===== config.mk =====
export PLATFORM = sky130hd
export DESIGN_NAME = skew_ripple_adder
export DESIGN_NICKNAME = d
export VERILOG_FILES = /design/src/rtl/skew_ripple_adder_pkg.sv /design/src/rtl/sra_capture_stage.sv /design/src/rtl/sra_bit_stage.sv /design/src/rtl/sra_output_stage.sv /design/src/rtl/skew_ripple_adder.sv
export SDC_FILE = /design/constraint.sdc
export NUM_CORES = 1
export LEC_CHECK = 0
export ABC_CLOCK_PERIOD_IN_PS = 1250
export BUFFER_PORTS_ARGS = -buffer_cell sky130_fd_sc_hd__clkbuf_2
export CORE_ASPECT_RATIO = 1.25
export CORE_UTILIZATION = 55
export DETAILED_ROUTE_END_ITERATION = 16
export PLACE_DENSITY = 0.75
export SLEW_MARGIN = 20
export SYNTH_ARGS = -nofsm -noshare
export SYNTH_HDL_FRONTEND = slang
export SYNTH_HIERARCHICAL = 1
export SYNTH_SLANG_ARGS = --single-unit

===== constraint.sdc =====
create_clock -name clk -period 1.25 [get_ports clk]
set_input_delay 0.25 -clock clk [delete_from_list [all_inputs] [get_ports clk]]
set_output_delay 0.25 -clock clk [all_outputs]
set_load 0.03 [all_outputs]

===== src/rtl/skew_ripple_adder_pkg.sv =====
package skew_ripple_adder_pkg;

  typedef struct packed {
    logic sum;
    logic carry;
  } fa_result_t;

  function automatic fa_result_t full_add(input logic x, input logic y, input logic cin);
    fa_result_t r;
    r.sum   = x ^ y ^ cin;
    r.carry = (x & y) | (x & cin) | (y & cin);
    return r;
  endfunction

endpackage


===== src/rtl/sra_capture_stage.sv =====
module sra_capture_stage #(
  parameter int W = 4
) (
  input  logic         clk,
  input  logic         rst,
  input  logic         adv,
  input  logic         v_i,
  input  logic [W-1:0] a_i,
  input  logic [W-1:0] b_i,
  output logic         v_o,
  output logic [W-1:0] a_o,
  output logic [W-1:0] b_o
);
  always_ff @(posedge clk) begin
    if (rst) begin
      v_o <= 1'b0;
      a_o <= '0;
      b_o <= '0;
    end else if (adv) begin
      v_o <= v_i;
      a_o <= a_i;
      b_o <= b_i;
    end
  end
endmodule


===== src/rtl/sra_bit_stage.sv =====
module sra_bit_stage
  import skew_ripple_adder_pkg::*;
#(
  parameter int W   = 4,
  parameter int IDX = 0
) (
  input  logic         clk,
  input  logic         rst,
  input  logic         adv,
  input  logic         v_i,
  input  logic [W-1:0] a_i,
  input  logic [W-1:0] b_i,
  input  logic [W-1:0] s_i,
  input  logic         c_i,
  output logic         v_o,
  output logic [W-1:0] a_o,
  output logic [W-1:0] b_o,
  output logic [W-1:0] s_o,
  output logic         c_o
);
  // operand bits still needed by later stages: positions above IDX
  localparam logic [W-1:0] KEEP = ({W{1'b1}} << (IDX + 1));

  fa_result_t   fa;
  logic [W-1:0] s_next;
  logic         unused_consumed;

  assign unused_consumed = ^{a_i & ~KEEP, b_i & ~KEEP};

  always_comb begin
    fa          = full_add(a_i[IDX], b_i[IDX], c_i);
    s_next      = s_i;
    s_next[IDX] = fa.sum;
  end

  always_ff @(posedge clk) begin
    if (rst) begin
      v_o <= 1'b0;
      a_o <= '0;
      b_o <= '0;
      s_o <= '0;
      c_o <= 1'b0;
    end else if (adv) begin
      v_o <= v_i;
      a_o <= a_i & KEEP;
      b_o <= b_i & KEEP;
      s_o <= s_next;
      c_o <= fa.carry;
    end
  end
endmodule


===== src/rtl/sra_output_stage.sv =====
module sra_output_stage #(
  parameter int W = 4
) (
  input  logic         clk,
  input  logic         rst,
  input  logic         adv,
  input  logic         v_i,
  input  logic [W-1:0] s_i,
  input  logic         c_i,
  output logic         v_o,
  output logic [W-1:0] s_o,
  output logic         c_o
);
  always_ff @(posedge clk) begin
    if (rst) begin
      v_o <= 1'b0;
      s_o <= '0;
      c_o <= 1'b0;
    end else if (adv) begin
      v_o <= v_i;
      s_o <= s_i;
      c_o <= c_i;
    end
  end
endmodule


===== src/rtl/skew_ripple_adder.sv =====
module skew_ripple_adder #(
  parameter int W = 4
) (
  input  logic         clk,
  input  logic         rst,
  input  logic         in_valid,
  output logic         in_ready,
  input  logic [W-1:0] in_a,
  input  logic [W-1:0] in_b,
  output logic         out_valid,
  input  logic         out_ready,
  output logic [W-1:0] out_sum,
  output logic         out_carry
);
  // chain index k carries the signals entering adder stage k; index W leaves the last one
  logic         v_ch [W+1];
  logic [W-1:0] a_ch [W+1];
  logic [W-1:0] b_ch [W+1];
  logic [W-1:0] s_ch [W+1];
  logic         c_ch [W+1];
  logic         adv;
  logic         unused_tail;

  // single advance for the whole pipe: move when the output slot frees up
  assign adv      = ~out_valid | out_ready;
  assign in_ready = adv;

  sra_capture_stage #(.W(W)) u_capture (
    .clk (clk), .rst (rst), .adv (adv),
    .v_i (in_valid), .a_i (in_a), .b_i (in_b),
    .v_o (v_ch[0]), .a_o (a_ch[0]), .b_o (b_ch[0])
  );

  assign s_ch[0] = '0;
  assign c_ch[0] = 1'b0;

  for (genvar k = 0; k < W; k++) begin : g_bit
    sra_bit_stage #(.W(W), .IDX(k)) u_bit (
      .clk (clk), .rst (rst), .adv (adv),
      .v_i (v_ch[k]),   .a_i (a_ch[k]),   .b_i (b_ch[k]),
      .s_i (s_ch[k]),   .c_i (c_ch[k]),
      .v_o (v_ch[k+1]), .a_o (a_ch[k+1]), .b_o (b_ch[k+1]),
      .s_o (s_ch[k+1]), .c_o (c_ch[k+1])
    );
  end

  assign unused_tail = ^{a_ch[W], b_ch[W]};

  sra_output_stage #(.W(W)) u_output (
    .clk (clk), .rst (rst), .adv (adv),
    .v_i (v_ch[W]), .s_i (s_ch[W]), .c_i (c_ch[W]),
    .v_o (out_valid), .s_o (out_sum), .c_o (out_carry)
  );
endmodule


==> results of run 1 <==
-- placed cells by master, fill, tap and decap left out --
cell and count:
clkbuf_4 5, conb_1 1, dfxtp_4 1, clkbuf_2 17
buf_4 1, buf_8 1, fa_1 4, dfxtp_1 44
nand2b_4 1, buf_12 4, nor2_1 45, mux2i_1 45
clkbuf_1 3
-- where the power goes --
part / leakage, nW / switching [mW] / total, mW / internal, mW
clock network: 0.0265 / 0.403 / 0.628 / 0.225
logic: 0.715 / 0.0647 / 0.130 / 0.0654
registers: 0.369 / 0.0293 / 1.51 / 1.48
-- routing by layer --
metal | track usage | routed length (um) | vias up
met4 | 0.0709 | 48 | 0
met3 | 0.0714 | 101 | 6
met2 | 0.268 | 1060 | 19
li1 | - | - | 543
met1 | 0.212 | 1140 | 469
met5 | 0 | 0 | -
-- worst max-delay path, stage by stage (launching register included) --
cell and delay [ns]:
dfxtp_4 0.38, nand2b_4 0.08, buf_8 0.14
-- sequential cells by signal (all words and copies together) (netlist names) --
name	count
g_bit.u_bit/s_o	10
g_bit.u_bit/a_o	6
g_bit.u_bit/b_o	6
g_bit.u_bit/c_o	4
g_bit.u_bit/v_o	4
u_capture/a_o	4
u_capture/b_o	4
u_output/s_o	4
u_capture/v_o	1
u_output/c_o	1
u_output/v_o	1
-- worst max-delay path by stage --
stage,depth (start not counted),startpoint,to
2_1_floorplan,4,u_output/v_o$_SDFFE_PP0P_,u_capture/a_o[0]$_SDFFE_PP0P_
3_3_place_gp,3,g_bit[0].u_bit/a_o[1]$_SDFFE_PP0P_,g_bit[1].u_bit/s_o[1]$_SDFFE_PP0P_
3_5_place_dp,3,g_bit[1].u_bit/a_o[2]$_SDFFE_PP0P_,g_bit[2].u_bit/s_o[2]$_SDFFE_PP0P_
4_1_cts,2,u_output/v_o$_SDFFE_PP0P_,in_ready
5_1_grt,2,u_output/v_o$_SDFFE_PP0P_,in_ready
6_report,2,u_output/v_o$_SDFFE_PP0P_,in_ready
-- area by class of cell --
| type | count | area share |
|---|---|---|
| repair buffers | 23 | 0.0986 |
| clock buffers | 8 | 0.0256 |
| flip-flops and latches | 45 | 0.475 |
| well taps | 36 | 0.0237 |
| multi-input cells | 96 | 0.377 |
-- repair_timing --
item | CTS | global route
gates resized for setup | 2 | 2
setup endpoints to repair | 1 | 1
buffers inserted | 0 | 2
==> summary.txt, run 1 <==
Status
  • Status: finished, final reports clean

Worst hold path
  • Hold path start: in_valid
  • Endpoint, Worst Hold: u_capture/v_o$_SDFFE_PP0P_
  • Worst Hold Class: in -> reg
  • Worst hold path stage count: 3

Finish
  • Nets: 187
  • # fillers: 246
  • Share of layout cells above drive strength 1: 0.174
  • Inserted Diodes: 0
  • Multi-input logic area: 717 sq um
  • Post-Layout Cell Count: 208
  • Reg area: 905 sq um
  • Area Overhead vs Synth: 12.4%
  • Utilization after layout: 0.646
  • Final instance area: 1900 sq um

Global routing
  • Total track usage: 0.174
  • Initial antenna violation count: 0
  • Largest net degree at the start of global routing: 46
  • First-pass GRT wire length: 4250 um
  • Vias in the first global route: 1,036
  • Congestion Overflow GR: 0

Timing
  • Clock skew: 0.00282 ns
  • # setup viols final: 0
  • Hold Vio Cnt, Final: 0
  • Period minus WS final: 1.19 ns
  • Final WS setup: 0.0592 ns
  • Part of the cycle the worst path needs: 0.953
  • Final Slew Violations: 0
  • Setup TNS: 0 ns
  • Unrepaired setup endpoints after global routing: no
  • Highest Clock Rate: 0.840 GHz
  • Min Hold Slack: 0.141 ns

Placed design
  • Place WS: 0.148 ns
  • Port Buf Inserts: 18
  • Gpl congestion: 0.667
  • Placement Cell Area: 1810 sq um
  • Placed Instances: 198
  • DP Wirelength: 1570 um

Setup path
  • R2R Setup Slk: 0.11 ns
  • RR Startpoint: u_output/v_o$_SDFFE_PP0P_
  • Worst reg2reg path depth: 5
  • R2r endpoint: g_bit[2].u_bit/s_o[0]$_SDFFE_PP0P_
  • WP data arrival: 0.94 ns
  • CP startpoint kind: flop
  • CP required: 1.00 ns
  • Critical path type: reg -> out
  • CP Max Fanout: 3
  • CP Capture Type: primary output

CTS
  • TritonCTS Sinks: 45
  • CTS tree: yes
  • Post-CTS Hold Buffers: 0
  • Skew-Pair Late Insertion Delay: 0.34 ns
  • H-tree Lvls: 2
  • Root buf cell: clkbuf_4
  • Clock slew at reported path FFs: 0.11 ns
  • Clk buf depth: 2
  • Total CTS buffers: 5

Route
  • DR WL/cell: 11.3 um
  • Final ANT Viol Nets: 0
  • Initial DRC count: 28
  • Vias: 1,037
  • Drt drc: 0
  • Vias per inst: 4.99
  • Pre-Repair DR Iteration Count: 4
  • Total Wirelength: 2350 um

Synth
  • Syn_nets: 167
  • Post-Syn Area per Cell: 11.2 sq um
  • Syn Inst Count: 151
  • Synth warn: 6
  • Area of the mapped netlist: 1690 sq um

Floorplanning
  • IO Pins: 19
  • Die width: 51.6 um
  • Starting density of the core: 0.575
  • Die H: 64.0 um
  • Row count: 22
  • Floorplan die area: 3310 sq um
  • CORE AREA: 2950 sq um

Power and ir drop
  • Static Leak: 1.11 nW
  • Pwr Total: 2.27 mW
  • PwrDens: 1190 nW/um^2
  • Maximum vdd drop: 725 uV

Flow run
  • Max cap viols: 0
(Power assumes the default switching activity.)
==> run 2: changes to the inputs <==
Settings changed: MAX_ROUTING_LAYER set to met4.
==> summary.txt, run 2 (synthesis results as in run 1) <==
Timing
  • Setup TNS: 0 ns
  • Hold Vio Cnt, Final: 0
  • # setup viols final: 0
  • Final WS setup: 0.0596 ns
  • Clock skew: 0.00274 ns
  • Part of the cycle the worst path needs: 0.952
  • Final Slew Violations: 0
  • Period minus WS final: 1.19 ns
  • Unrepaired setup endpoints after global routing: no
  • Highest Clock Rate: 0.840 GHz

Route
  • DR WL/cell: 11.4 um
  • Vias: 1,035
  • Final ANT Viol Nets: 0
  • Vias per inst: 4.98
  • Initial DRC count: 30
  • Pre-Repair DR Iteration Count: 4
  • Total Wirelength: 2370 um
  • Drt drc: 0

CTS
  • TritonCTS Sinks: 45
  • CTS tree: yes
  • Clk buf depth: 2
  • Total CTS buffers: 5
  • Skew-Pair Late Insertion Delay: 0.34 ns
  • Clock slew at reported path FFs: 0.11 ns
  • H-tree Lvls: 2
  • Root buf cell: clkbuf_4

Finish
  • Nets: 187
  • Most frequent cells in the layout: 45 x mux2i_1, 45 x nor2_1, 44 x dfxtp_1
  • Largest register FFs: 10
  • Inserted Diodes: 0
  • Share of layout cells above drive strength 1: 0.174
  • Largest register by flop count: g_bit.u_bit/s_o
  • Area Overhead vs Synth: 12.4%
  • # fillers: 246
  • Multi-input logic area: 717 sq um
  • Post-Layout Cell Count: 208
  • Largest regs: g_bit.u_bit/s_o x10, g_bit.u_bit/a_o x6, g_bit.u_bit/b_o x6
  • Reg area: 905 sq um

Floorplanning
  • Starting density of the core: 0.575
  • Floorplan die area: 3310 sq um
  • CORE AREA: 2950 sq um
  • IO Pins: 19
  • Row count: 22
  • Die H: 64.0 um
  • Die width: 51.6 um

Global routing
  • Largest net degree at the start of global routing: 46
  • Congestion Overflow GR: 0
  • Total track usage: 0.178
  • Vias in the first global route: 1,033
  • First-pass GRT wire length: 4250 um
  • Initial antenna violation count: 0

Placed design
  • Port Buf Inserts: 18
  • DP Wirelength: 1570 um
  • Placed Instances: 198
  • Place WS: 0.148 ns
  • Gpl congestion: 0.674

Setup path
  • CP Capture Type: primary output
  • Critical path type: reg -> out
  • CP Max Fanout: 3
  • R2R Setup Slk: 0.11 ns
  • R2r endpoint: g_bit[2].u_bit/s_o[0]$_SDFFE_PP0P_
  • CP startpoint kind: flop
  • Crit path launch: u_output/v_o$_SDFFE_PP0P_
  • WP data arrival: 0.94 ns
  • Critical Path End: in_ready
  • Worst reg2reg path depth: 5
  • RR Startpoint: u_output/v_o$_SDFFE_PP0P_
  • CP required: 1.00 ns

Power and ir drop
  • Static Leak: 1.11 nW
  • Pwr Total: 2.27 mW
  • PwrDens: 1200 nW/um^2
  • Maximum vdd drop: 731 uV

Worst hold path
  • Worst Hold Class: in -> reg
  • Hold path start: in_valid

Status
  • Status: finished, final reports clean

Flow run
  • Max cap viols: 0
-- run 2: final cells by class --
cell class,count,area share
sequential,45,0.475
multi-input combinational,96,0.377
tap,36,0.0237
timing repair buffer,23,0.0986
clock buffer,8,0.0256
-- run 2: worst min path at each step --
stage	cells past startpoint	slack, ns	endpoint
CTS	3	0.14	u_capture/b_o[3]$_SDFFE_PP0P_
detailed placement	2	0.48	u_output/s_o[3]$_SDFFE_PP0P_
floorplan	1	0.31	u_output/v_o$_SDFFE_PP0P_
finish	3	0.14	u_capture/v_o$_SDFFE_PP0P_
global placement	2	0.47	u_output/s_o[0]$_SDFFE_PP0P_
global route	3	0.15	u_capture/a_o[2]$_SDFFE_PP0P_
-- run 2: through the flow --
step / instance area (sq um) / hold slack, ns / utilization
final: 1900 / 0.140 / 0.646
after global routing: 1900 / 0.153 / 0.646
after CTS: 1870 / 0.136 / 0.636
after detailed placement: 1810 / 0.482 / 0.616
after global placement: 1810 / 0.471 / 0.616
after floorplan: 1700 / 0.315 / -
-- run 2: timing repair --
item	4_1_cts	5_1_grt
hold buffers	0	0
endpoints found under the setup margin	1	1
resized for setup	2	2
pin swaps	0	0
setup buffers	0	2
-- run 2: per-layer routing --
| layer | GRT usage | routed length, um |
|---|---|---|
| met5 | - | 0 |
| met4 | 0.0709 | 48 |
| met2 | 0.268 | 1060 |
| met3 | 0.0714 | 102 |
| met1 | 0.212 | 1160 |
-- run 2: power by group --
part           leakage [nW]  total, mW  internal, mW  switching (mW)
clock                0.0265      0.633         0.225           0.408
sequential            0.369       1.51          1.48          0.0291
combinational         0.715      0.130        0.0654          0.0646
total                  1.11       2.27          1.77           0.502
-- run 2: critical path, cell delays in order (launching register included) --
cell and delay (ns):
dfxtp_4 0.38, nand2b_4 0.08, buf_8 0.14
==> run 3: changes to the inputs <==
Settings changed: CORE_UTILIZATION 55 to 40, PLACE_DENSITY 0.75 to unset.
==> summary.txt, run 3 (synthesis results as in run 1) <==
Global routing
  • Congestion Overflow GR: 0
  • Initial antenna violation count: 0
  • Vias in the first global route: 941
  • First-pass GRT wire length: 3960 um
  • Total track usage: 0.123
  • Largest net degree at the start of global routing: 46

Floorplanning
  • CORE AREA: 4070 sq um
  • Floorplan die area: 4500 sq um
  • Die width: 60.2 um
  • Die H: 74.7 um
  • Starting density of the core: 0.416
  • Row count: 26
  • IO Pins: 19

Route
  • Drt drc: 0
  • Vias: 1,033
  • Initial DRC count: 31
  • Total Wirelength: 2290 um
  • Final ANT Viol Nets: 0
  • DR WL/cell: 10.1 um
  • Pre-Repair DR Iteration Count: 3
  • Vias per inst: 4.57

CTS
  • CTS tree: yes
  • Clock slew at reported path FFs: 0.07 ns
  • Clk buf depth: 2
  • H-tree Lvls: 2
  • Root buf cell: clkbuf_8
  • TritonCTS Sinks: 45
  • Total CTS buffers: 5
  • Skew-Pair Late Insertion Delay: 0.28 ns

Setup path
  • Critical path type: reg -> out
  • WP data arrival: 0.93 ns
  • CP Max Fanout: 4
  • CP Capture Type: primary output
  • CP startpoint kind: flop
  • CP required: 1.00 ns

Timing
  • Unrepaired setup endpoints after global routing: no
  • Final Slew Violations: 0
  • Hold Vio Cnt, Final: 0
  • Highest Clock Rate: 0.847 GHz
  • Part of the cycle the worst path needs: 0.944
  • # setup viols final: 0
  • Setup TNS: 0 ns
  • Clock skew: 0.00256 ns
  • Period minus WS final: 1.18 ns

Flow run
  • Max cap viols: 0

Finish
  • Nets: 186
  • Largest regs: g_bit.u_bit/s_o x10, g_bit.u_bit/a_o x6, g_bit.u_bit/b_o x6
  • Most frequent cells in the layout: 45 x mux2i_1, 45 x nor2_1, 44 x dfxtp_1
  • Largest register FFs: 10
  • Final instance area: 1950 sq um
  • Share of layout cells above drive strength 1: 0.176
  • Area Overhead vs Synth: 15.1%
  • Largest register by flop count: g_bit.u_bit/s_o
  • Inserted Diodes: 0

Power and ir drop
  • Static Leak: 1.12 nW
  • Maximum vdd drop: 853 uV
  • PwrDens: 1280 nW/um^2

Placed design
  • Placement Cell Area: 1860 sq um
  • DP Wirelength: 1570 um
  • Gpl congestion: 0.681
  • Port Buf Inserts: 18

Status
  • Status: finished, final reports clean

Worst hold path
  • Worst Hold Class: in -> reg
## run 3: cell count changes in the layout (fill, tap and decap cells not counted), sizes merged
cell	change
buf	-1
clkbuf	-1
## run 3: timing repair
item / in CTS / in global routing
resized for setup: 0 / 3
hold buffers: 0 / 0
hold endpoints to repair: 0 / 0
setup endpoints to repair: 0 / 1
setup buffers: 0 / 0
## run 3: metrics by stage
stage | utilization | instances | total power, mW | worst slack, ns | hold WS (ns)
after floorplan | - | 151 | 1.62 | 0.140 | 0.315
after global placement | 0.457 | 219 | 1.67 | 0.184 | 0.471
after detailed placement | 0.457 | 219 | 1.68 | 0.149 | 0.482
after CTS | 0.478 | 226 | 2.54 | 0.00664 | 0.193
after global routing | 0.479 | 226 | 2.61 | 0.0182 | 0.195
final | 0.479 | 226 | 2.49 | 0.0695 | 0.199
## run 3: final cells by class
class,instances,area [sq um]
Fill cell,392,2120
Sequential cell,45,902
Multi-Input combinational cell,96,717
Timing Repair Buffer,22,173
Clock buffer,7,86.3
Tap cell,56,70.1
## run 3: path summary, 6_finish.rpt
check | endpoint | slack [ns] | depth (start not counted) | start
max | in_ready | 0.07 | 2 | u_output/v_o$_SDFFE_PP0P_
max reg2reg | g_bit[3].u_bit/s_o[3]$_SDFFE_PP0P_ | 0.15 | 3 | g_bit[2].u_bit/a_o[3]$_SDFFE_PP0P_
min reg2reg | u_output/s_o[0]$_SDFFE_PP0P_ | 0.50 | 2 | u_output/s_o[0]$_SDFFE_PP0P_
min | u_capture/b_o[1]$_SDFFE_PP0P_ | 0.20 | 3 | in_b[1]
## run 3: power by group
group / switching, mW / internal [mW]
logic: 0.0630 / 0.0642
clock network: 0.416 / 0.438
registers: 0.0290 / 1.48
total: 0.508 / 1.99
## run 3: worst max-delay path, cell delays in order, from the launching register on
cell	delay, ns
dfxtp_2	0.36
nand2b_4	0.10
buf_4	0.18
## run 3: routing by layer
| metal | up-vias | global-route usage | part of all wire |
|---|---|---|---|
| met4 | 0 | 0.0698 | 0.014 |
| met5 | - | - | 0 |
| met1 | 474 | 0.142 | 0.50 |
| li1 | 534 | - | - |
| met2 | 21 | 0.190 | 0.45 |
| met3 | 4 | 0.0309 | 0.042 |
